`src/rtl/tx_arb_pkg.sv`:
```
package tx_arb_pkg;
  typedef enum logic [1:0] {
    TX_IDLE = 2'd0,
    TX_PEND = 2'd1,
    TX_ABRT = 2'd2,
    TX_CMIT = 2'd3
  } tx_state_e;
endpackage

```
`src/rtl/tx_thread_slot.sv`:
```
module tx_thread_slot
  import tx_arb_pkg::*;
#(
  parameter int AGE_W = 8
) (
  input  logic             clk,
  input  logic             rst_n,
  input  logic [AGE_W-1:0] gclock,
  input  logic             create,
  input  logic             tx_begin,
  input  logic             tx_end,
  input  logic             log_full,
  input  logic             lost,
  input  logic             clean_done,
  output logic [1:0]       st_o,
  output logic [AGE_W-1:0] age_o,
  output logic             err_o,
  output logic             abort_o,
  output logic             cstart_o
);
  tx_state_e        st_q, st_n;
  logic [AGE_W-1:0] age_q, age_n;
  logic             err_q, err_n, ab_q, ab_n, cs_q, cs_n;

  always_comb begin
    st_n  = st_q;
    age_n = age_q;
    err_n = err_q;
    ab_n  = 1'b0;
    cs_n  = 1'b0;
    case (st_q)
      TX_IDLE: begin
        if (create) age_n = gclock;
        if (tx_begin) begin
          st_n  = TX_PEND;
          err_n = 1'b0;
        end
      end
      TX_PEND: begin
        if (lost || log_full) begin
          st_n  = TX_ABRT;
          ab_n  = 1'b1;
          cs_n  = 1'b1;
          err_n = log_full;
        end else if (tx_end) begin
          st_n  = TX_CMIT;
          age_n = age_q + AGE_W'(1);
          cs_n  = 1'b1;
        end
      end
      default: begin
        if (clean_done) st_n = TX_IDLE;
      end
    endcase
  end

  always_ff @(posedge clk or negedge rst_n) begin
    if (!rst_n) begin
      st_q  <= TX_IDLE;
      age_q <= '0;
      err_q <= 1'b0;
      ab_q  <= 1'b0;
      cs_q  <= 1'b0;
    end else begin
      st_q  <= st_n;
      age_q <= age_n;
      err_q <= err_n;
      ab_q  <= ab_n;
      cs_q  <= cs_n;
    end
  end

  assign st_o     = st_q;
  assign age_o    = age_q;
  assign err_o    = err_q;
  assign abort_o  = ab_q;
  assign cstart_o = cs_q;

  AST_AGE_COMMIT_STEP: assert property (@(posedge clk) disable iff (!rst_n)
    (st_q == TX_PEND && tx_end && !lost && !log_full) |=> (age_q == $past(age_q) + AGE_W'(1)));
  AST_ABORT_MATCHES_STATE: assert property (@(posedge clk) disable iff (!rst_n)
    ab_q |-> (st_q == TX_ABRT));
  AST_CSTART_IN_CLEANUP: assert property (@(posedge clk) disable iff (!rst_n)
    cs_q |-> (st_q == TX_ABRT || st_q == TX_CMIT));
  AST_ERR_RISES_ON_ABORT: assert property (@(posedge clk) disable iff (!rst_n)
    $rose(err_q) |-> (st_q == TX_ABRT));
endmodule

```
`src/rtl/tx_conflict_judge.sv`:
```
module tx_conflict_judge
  import tx_arb_pkg::*;
#(
  parameter int N_THR = 4,
  parameter int AGE_W = 8,
  parameter int TID_W = $clog2(N_THR)
) (
  input  logic                        clk,
  input  logic                        rst_n,
  input  logic [N_THR-1:0][1:0]       st,
  input  logic [N_THR-1:0][AGE_W-1:0] age,
  input  logic                        cf_valid,
  input  logic [TID_W-1:0]            cf_req,
  input  logic [TID_W-1:0]            cf_own,
  input  logic [N_THR-1:0]            clean_done,
  output logic [N_THR-1:0]            lose,
  output logic                        enq_v,
  output logic [TID_W-1:0]            enq_own,
  output logic [TID_W-1:0]            enq_wait
);
  logic usable, req_older, own_cleaning;

  always_comb begin
    lose         = '0;
    enq_v        = 1'b0;
    enq_own      = cf_own;
    enq_wait     = cf_req;
    usable       = cf_valid && (cf_req != cf_own) && (st[cf_req] == TX_PEND)
                   && !clean_done[cf_own];
    own_cleaning = (st[cf_own] == TX_ABRT) || (st[cf_own] == TX_CMIT);
    req_older    = (age[cf_req] < age[cf_own]) ||
                   ((age[cf_req] == age[cf_own]) && (cf_req < cf_own));
    if (usable && st[cf_own] == TX_PEND) begin
      enq_v = 1'b1;
      if (req_older) begin
        lose[cf_own] = 1'b1;
        enq_own      = cf_req;
        enq_wait     = cf_own;
      end else begin
        lose[cf_req] = 1'b1;
      end
    end else if (usable && own_cleaning) begin
      enq_v = 1'b1;
    end
  end

  AST_SINGLE_LOSER: assert property (@(posedge clk) disable iff (!rst_n)
    $onehot0(lose));
  AST_OLDER_WINS: assert property (@(posedge clk) disable iff (!rst_n)
    (enq_v && lose != '0) |-> ((age[enq_wait] > age[enq_own]) ||
      (age[enq_wait] == age[enq_own] && enq_wait > enq_own)));
  AST_NO_SELF_QUEUE: assert property (@(posedge clk) disable iff (!rst_n)
    enq_v |-> (enq_own != enq_wait));
endmodule

```
`src/rtl/tx_wait_matrix.sv`:
```
module tx_wait_matrix #(
  parameter int N_THR = 4,
  parameter int TID_W = $clog2(N_THR)
) (
  input  logic             clk,
  input  logic             rst_n,
  input  logic [N_THR-1:0] fin,
  input  logic             enq_v,
  input  logic [TID_W-1:0] enq_own,
  input  logic [TID_W-1:0] enq_wait,
  output logic [N_THR-1:0] wake_o,
  output logic [N_THR-1:0] suspend_o
);
  logic [N_THR-1:0][N_THR-1:0] q_q, q_n;

  always_comb begin
    q_n       = q_q;
    wake_o    = '0;
    suspend_o = '0;
    for (int o = 0; o < N_THR; o++) begin
      suspend_o = suspend_o | q_q[o];
      if (fin[o]) begin
        wake_o = wake_o | q_q[o];
        q_n[o] = '0;
      end
    end
    if (enq_v) q_n[enq_own][enq_wait] = 1'b1;
  end

  always_ff @(posedge clk or negedge rst_n) begin
    if (!rst_n) q_q <= '0;
    else        q_q <= q_n;
  end

  for (genvar o = 0; o < N_THR; o++) begin : g_chk
    AST_QUEUE_EMPTIED: assert property (@(posedge clk) disable iff (!rst_n)
      fin[o] |=> (q_q[o] == '0));
  end
endmodule

```
`src/rtl/tx_age_arbiter.sv`:
```
module tx_age_arbiter
  import tx_arb_pkg::*;
#(
  parameter int N_THR = 4,
  parameter int AGE_W = 8,
  parameter int TID_W = $clog2(N_THR)
) (
  input  logic                     clk,
  input  logic                     rst_n,
  input  logic [AGE_W-1:0]         gclock,
  input  logic [N_THR-1:0]         create,
  input  logic [N_THR-1:0]         tx_begin,
  input  logic [N_THR-1:0]         tx_end,
  input  logic [N_THR-1:0]         log_full,
  input  logic                     cf_valid,
  input  logic [TID_W-1:0]         cf_req,
  input  logic [TID_W-1:0]         cf_own,
  input  logic [N_THR-1:0]         clean_done,
  output logic [2*N_THR-1:0]       state_o,
  output logic [N_THR*AGE_W-1:0]   age_o,
  output logic [N_THR-1:0]         err_o,
  output logic [N_THR-1:0]         suspend_o,
  output logic [N_THR-1:0]         wake_o,
  output logic [N_THR-1:0]         abort_cmd_o,
  output logic [N_THR-1:0]         clean_start_o
);
  logic [N_THR-1:0][1:0]       st_w;
  logic [N_THR-1:0][AGE_W-1:0] age_w;
  logic [N_THR-1:0]            lose, fin;
  logic                        enq_v;
  logic [TID_W-1:0]            enq_own, enq_wait;

  for (genvar t = 0; t < N_THR; t++) begin : g_slot
    tx_thread_slot #(.AGE_W(AGE_W)) u_slot (
      .clk(clk), .rst_n(rst_n), .gclock(gclock),
      .create(create[t]), .tx_begin(tx_begin[t]), .tx_end(tx_end[t]),
      .log_full(log_full[t]), .lost(lose[t]), .clean_done(clean_done[t]),
      .st_o(st_w[t]), .age_o(age_w[t]), .err_o(err_o[t]),
      .abort_o(abort_cmd_o[t]), .cstart_o(clean_start_o[t])
    );
    assign fin[t] = clean_done[t] && (st_w[t] == TX_ABRT || st_w[t] == TX_CMIT);
  end

  tx_conflict_judge #(.N_THR(N_THR), .AGE_W(AGE_W), .TID_W(TID_W)) u_judge (
    .clk(clk), .rst_n(rst_n), .st(st_w), .age(age_w),
    .cf_valid(cf_valid), .cf_req(cf_req), .cf_own(cf_own),
    .clean_done(clean_done), .lose(lose), .enq_v(enq_v),
    .enq_own(enq_own), .enq_wait(enq_wait)
  );

  tx_wait_matrix #(.N_THR(N_THR), .TID_W(TID_W)) u_wait (
    .clk(clk), .rst_n(rst_n), .fin(fin), .enq_v(enq_v),
    .enq_own(enq_own), .enq_wait(enq_wait),
    .wake_o(wake_o), .suspend_o(suspend_o)
  );

  assign state_o = st_w;
  assign age_o   = age_w;

  for (genvar t = 0; t < N_THR; t++) begin : g_sus
    AST_SUSPEND_HOLDS: assert property (@(posedge clk) disable iff (!rst_n)
      (suspend_o[t] && !wake_o[t]) |=> suspend_o[t]);
  end
endmodule

```
`config.mk`:
```
export PLATFORM = sky130hd
export DESIGN_NAME = tx_age_arbiter
export DESIGN_NICKNAME = d
export VERILOG_FILES = /design/src/rtl/tx_arb_pkg.sv /design/src/rtl/tx_thread_slot.sv /design/src/rtl/tx_conflict_judge.sv /design/src/rtl/tx_wait_matrix.sv /design/src/rtl/tx_age_arbiter.sv
export SDC_FILE = /design/constraint.sdc
export NUM_CORES = 1
export LEC_CHECK = 0
export ABC_AREA = 1
export CAP_MARGIN = 10
export CORE_MARGIN = 2
export CORE_UTILIZATION = 53
export CTS_CLUSTER_SIZE = 8
export DETAILED_ROUTE_END_ITERATION = 8
export GPL_TIMING_DRIVEN = 0
export PLACE_DENSITY = 0.86
export SYNTH_ARGS = -nofsm -noshare
export SYNTH_HDL_FRONTEND = slang
export SYNTH_SLANG_ARGS = --single-unit
```
`constraint.sdc`:
```
create_clock -name clk -period 2.9 [get_ports clk]
set_input_delay 0.58 -clock clk [delete_from_list [all_inputs] [get_ports clk]]
set_output_delay 0.58 -clock clk [all_outputs]
set_load 0.005 [all_outputs]
```
### Yosys cells after proc, flatten, opt, wreduce, memory -nomap -nowiden

Cells that the tools add are included.

* output and inout port bits: 60
* logic and storage cells: 239
* input bits: 35
* register bits after elaboration: 68

* reductions and logical operators: 49
* bitwise operators: 7
* equality and inequality tests: 42
* order comparisons: 10
* add/subtract/negate cells: 4
* multiplexer cells: 103

Operator list (number)
* 8-bit 2-to-1 mux: 14
* 8-bit case mux with 2 select lines: 4
* 2-bit 2-to-1 mux: 22
* 4-bit 2-to-1 mux: 11
* 1-bit 2-to-1 mux: 34
* 8-bit by 1-bit adder with 8-bit output, second input constant: 4
* 8-bit binary-select mux with 2-bit select: 2
* 2-bit != test, second input constant: 16
* 4-bit OR: 6
* 3-bit AND reduction: 8
* 2-bit equality test, second input constant: 10
* 16-bit 2-to-1 mux: 1
* 16-bit OR: 1
* 2-bit case mux with 2 select lines: 4
* 4-bit AND reduction: 4
* 1-bit logical AND: 14
* 2-bit by 1-bit equality test with 1-bit output, second input constant: 6
* 2-bit by 3-bit < comparator with 1-bit output, second input constant: 4
* 3-bit by 2-bit != test with 1-bit output, second input constant: 4
* 3-bit nonzero test: 4
* 1-bit logical OR: 10
* 2-bit binary-select mux with 2-bit select: 2
* 4-bit demux with 2-bit select: 1
* 8-bit equality test: 1
* other kinds (11): 28

### Depth between registers and ports, before layout

* depth in word-level cells: 15
* depth in mapped cells: 22
* depth with buffers taken out: 21

### Hierarchy

A second synthesis with hierarchy kept.

* cells, all modules: 783
* area, all modules: 5205.0 um^2

By module, submodules not included
* tx_thread_slot: cells an instance 119, instances 4, area an instance 813.3 um^2
* tx_conflict_judge: cells an instance 181, instances 1, area an instance 1083.5 um^2
* tx_wait_matrix: cells an instance 118, instances 1, area an instance 838.3 um^2
* tx_age_arbiter: cells an instance 8, instances 1, area an instance 30.0 um^2

### Least setup slack after synthesis

No wires, ideal clock.

* path type: input-to-reg
* from: in cf_own[1]
* to: reg u_wait.q_q[11] (netlist name)
* data required time: 2.777 ns
* data arrival time: 2.825 ns
* slack: -0.047 ns
* stages on the path: 20
* path buffers: 2
* path through: buf_4 > inv_2 > nand2_1 > inv_1 > a22o_1 > a221oi_1 > ha_1 > nand2_1 > inv_1 > nand2_1 > nand2_1 > nand2_1 > nand2_1 > nand2_1 > nand3_2 > buf_6 > nand2_1 > nand2_1 > nand3_1 > o21ai_1

RTL lines
* from (decl): line tx_age_arbiter.sv:17 `input logic [TID_W-1:0] cf_own,`
* to (signal assigned): line tx_wait_matrix.sv:32 `else q_q <= q_n;`
* to (decl): line tx_wait_matrix.sv:14 `logic [N_THR-1:0][N_THR-1:0] q_q, q_n;`

### Final worst setup path

* from: in cf_req[1]
* to: reg g_slot[3].u_slot.age_q[3]

* word-level cells in the longest chain between the ends: 10
* elaborated cells on any way between the ends: 25

Ends and longest elaborated chain
* from (decl): line tx_age_arbiter.sv:16 `input logic [TID_W-1:0] cf_req,`
* parallel branches: the longest is 6 deep, another holds 8-bit < comparator
* 4-bit 2-to-1 mux (*): line tx_conflict_judge.sv:33 `if (usable && st[cf_own] == TX_PEND) begin`
* 1-bit logical OR (*): line tx_thread_slot.sv:40 `if (lost || log_full) begin`
* 2-bit != test (no source line) (*)
* 4-bit AND reduction (no source line) (*)
* to (signal assigned): line tx_thread_slot.sv:66 `age_q <= age_n;`
* to (decl): line tx_thread_slot.sv:22 `logic [AGE_W-1:0] age_q, age_n;`

Every way passes the cells marked *. The select of a mux whose other input is x is not followed.
A chain may end at the register's enable or synchronous reset.

==> run summary <==
Cell mode on critical path = nand2_2
Synth top area cells = dfrtp_1 34%, nand2_1 18%, nand3_1 8.9%
Top Metal Used = met4
Power density over the cells = 972 nW/µm²
Row count = 35
Met3 wire length = 1.27 mm
Peak supply drop = 0.000526 V
Yosys reg bits = 68
Critical path class = input pin to flop
Detail Placement HPWL = 11.5 mm
Die X = 101 µm
Clock buffer depth = 2
Initial Utilization = 0.544
Final Setup Violations = 0
Yosys warns = 0
Clock slew seen by the registers of the worst setup and hold paths = 80 ps
Mapped Cells = 718
First-pass GRT wire length = 24.9 mm
Hold Crit Class = input pin to async pin
Fmax = 356 MHz
Nets = 879
Multi-input combinational cell area = 2940 µm²
Synth Flop Type = dfrtp_1
Placed Area = 6050 µm²
# diodes = 0
Family with the most delay on the worst path = simple AND/OR/NAND/NOR gates
Max_cap viols = 0
Slew HR = 0.402
Mapped Area = 4980 µm²
Tightest Pin Transition = 896 ps
Die Area = 10200 µm²
CP max stage cell = ha_1
M1 WL = 6.43 mm
Initial antenna violation count = 0
Fin crit share = 0.969
Final instance area = 6560 µm²
Count leader, synth = nand2_1
Vias in the first global route = 5137
Outcome = finished, final reports clean
Cts hold-fix bufs = 0
Yosys top cell area share = 0.342
CTS root buf = clkbuf_8
Critical path peak fanout = 10
IO Port Bufs = 93
Min Tclk post-route = 2810 ps
Synth-to-Final Area Change = 31.8%
Asr flop ratio synth = 1.00
Detailed Route WL = 15.9 mm
Slowest Stage Delay on Critical Path = 340 ps
Worst path cell trace = clkdlybuf4s15_1 -> buf_6 -> nor2_2 -> buf_6 -> a22oi_1 -> o211ai_1 -> ha_1 -> nand2_2 -> nor2_1 -> nor2_2 -> nand2_4 -> nand2_4 -> nand2_1 -> nand3_2 -> nand2_2 -> nand2_2 -> buf_4 -> nand3_1 -> nand2_1
Number of flops mapped to enable cells by yosys = 0
Endpoint class of the critical path = flop
Worst Setup Start Kind = input pin
Clock latency at the later pin of the worst-skew pair = 360 ps
Synthesized net count = 767
Total CTS buffers = 9
CTS Sinks = 68
Pre-antenna DRT Iters = 6
Initial DRC Count = 511
Post-synth cell types = 40
Metal2 WL = 7.77 mm
Filler instances = 708
Clock skew = 10.6 ps
Drt via density = 5.84
H-tree depth = 3
Placer congestion estimate = 0.963
Final Hold Violating Endpoints = 0
DRC = 0
Pin count of the biggest net entering global routing = 69
WP buf/inv = 4
CTS tree = built
Register area = 1700 µm²
Leakage = 3.19 nW
Arr. time, crit path = 3060 ps
Total GRT Usage = 0.312
Die Y = 101 µm
Total power = 6.38 mW
WP data required = 3150 ps
Leading cell types by count after synthesis = 240 x nand2_1, 88 x nand3_1, 70 x inv_1
Post-route ant nets = 0
I/O pins = 95
Area leader, netlist = dfrtp_1
Final-report max-slew violation count = 0
Register area share after synthesis = 0.342
Area of the core = 9150 µm²
Mapped Avg Cell Area = 6.93 µm²
Routed len/inst = 16.8 µm
GR Overflow Total = 0
Layout cells sized above 1 = 0.159
DR vias = 5522
[metrics by stage]
| step | std cells | setup TNS [ps] | hold slack (ps) | worst slack, ps | util |
|---|---|---|---|---|---|
| 6_report | 946 | 0 | 340 | 89.8 | 0.717 |
| 5_1_grt | 946 | -145 | 410 | -25.5 | 0.717 |
| 4_1_cts | 941 | 0 | 369 | 17.4 | 0.695 |
| 3_5_place_dp | 922 | -58170 | 473 | -960 | 0.661 |
| 3_3_place_gp | 922 | -125000 | 468 | -1070 | 0.661 |
| 2_1_floorplan | 718 | 0 | 284 | 33.8 | - |
[worst paths after layout]
path	startpoint	endpoint	slack (ps)	depth (start not counted)
min in group clk	u_wait.q_q[15]$_DFF_PN0_	u_wait.q_q[15]$_DFF_PN0_	490	2
max in group asynchronous	rst_n	g_slot[3].u_slot.abort_o$_DFF_PN0_	1980	1
worst max-delay path	cf_req[1]	g_slot[3].u_slot.age_o[3]$_DFFE_PN0P_	90	19
worst min-delay path	rst_n	g_slot[0].u_slot.cstart_o$_DFF_PN0_	340	1
worst min register to register	u_wait.q_q[15]$_DFF_PN0_	u_wait.q_q[15]$_DFF_PN0_	490	2
worst max register to register	g_slot[0].u_slot.age_o[5]$_DFFE_PN0P_	g_slot[3].u_slot.age_o[3]$_DFFE_PN0P_	220	16
[registers in the layout, indices dropped and copies added (netlist names)]
name and flops:
g_slot.u_slot.abort_o 4, g_slot.u_slot.age_o 32, g_slot.u_slot.cstart_o 4, g_slot.u_slot.err_o 4, g_slot.u_slot.st_o 8, u_wait.q_q 16
[what timing repair did]
| action | in CTS | in global routing |
|---|---|---|
| setup buffers | 3 | 2 |
| pin swaps | 2 | 15 |
| endpoints found under the setup margin | 67 | 61 |
| gates resized for setup | 19 | 50 |
| gates cloned | 0 | 4 |
[where the power goes]
| part | switching [mW] | internal, mW | total (mW) |
|---|---|---|---|
| combinational | 1.95 | 1.60 | 3.55 |
| sequential | 0.544 | 1.29 | 1.84 |
| clock | 0.416 | 0.577 | 0.993 |
[layer usage]
layer,up-vias,GRT usage
met3,53,0.0562
li1,2592,-
met5,-,0
met4,0,0.110
met1,2559,0.404
met2,318,0.523
[cells in the final DEF, fill, tap and decap left out, drive strengths merged, types with 14 or more instances in the layout]
cell	instances
o21ai	46
ha	14
inv	79
dfrtp	68
buf	36
clkbuf	15
o22ai	15
nand2	254
clkdlybuf4s50	89
nor2	46
nand3	93
[cells by family after synthesis]
group,synth area share
xor gates and xnor gates,0.0229
DFF,0.342
AOI/OAI and AO/OA,0.128
adders and majority gates,0.0352
buffers and inverters,0.107
and+or+nand+nor,0.364
[layout make-up]
class	count	area share
buffer	31	0.0366
clock inverter	7	0.0189
multi-input combinational	539	0.448
sequential	68	0.259
inverter	79	0.0456
tap	111	0.0212
clock buffer	9	0.0189
timing repair buffer	102	0.151
No activity file was read; power rests on OpenSTA's default activity.
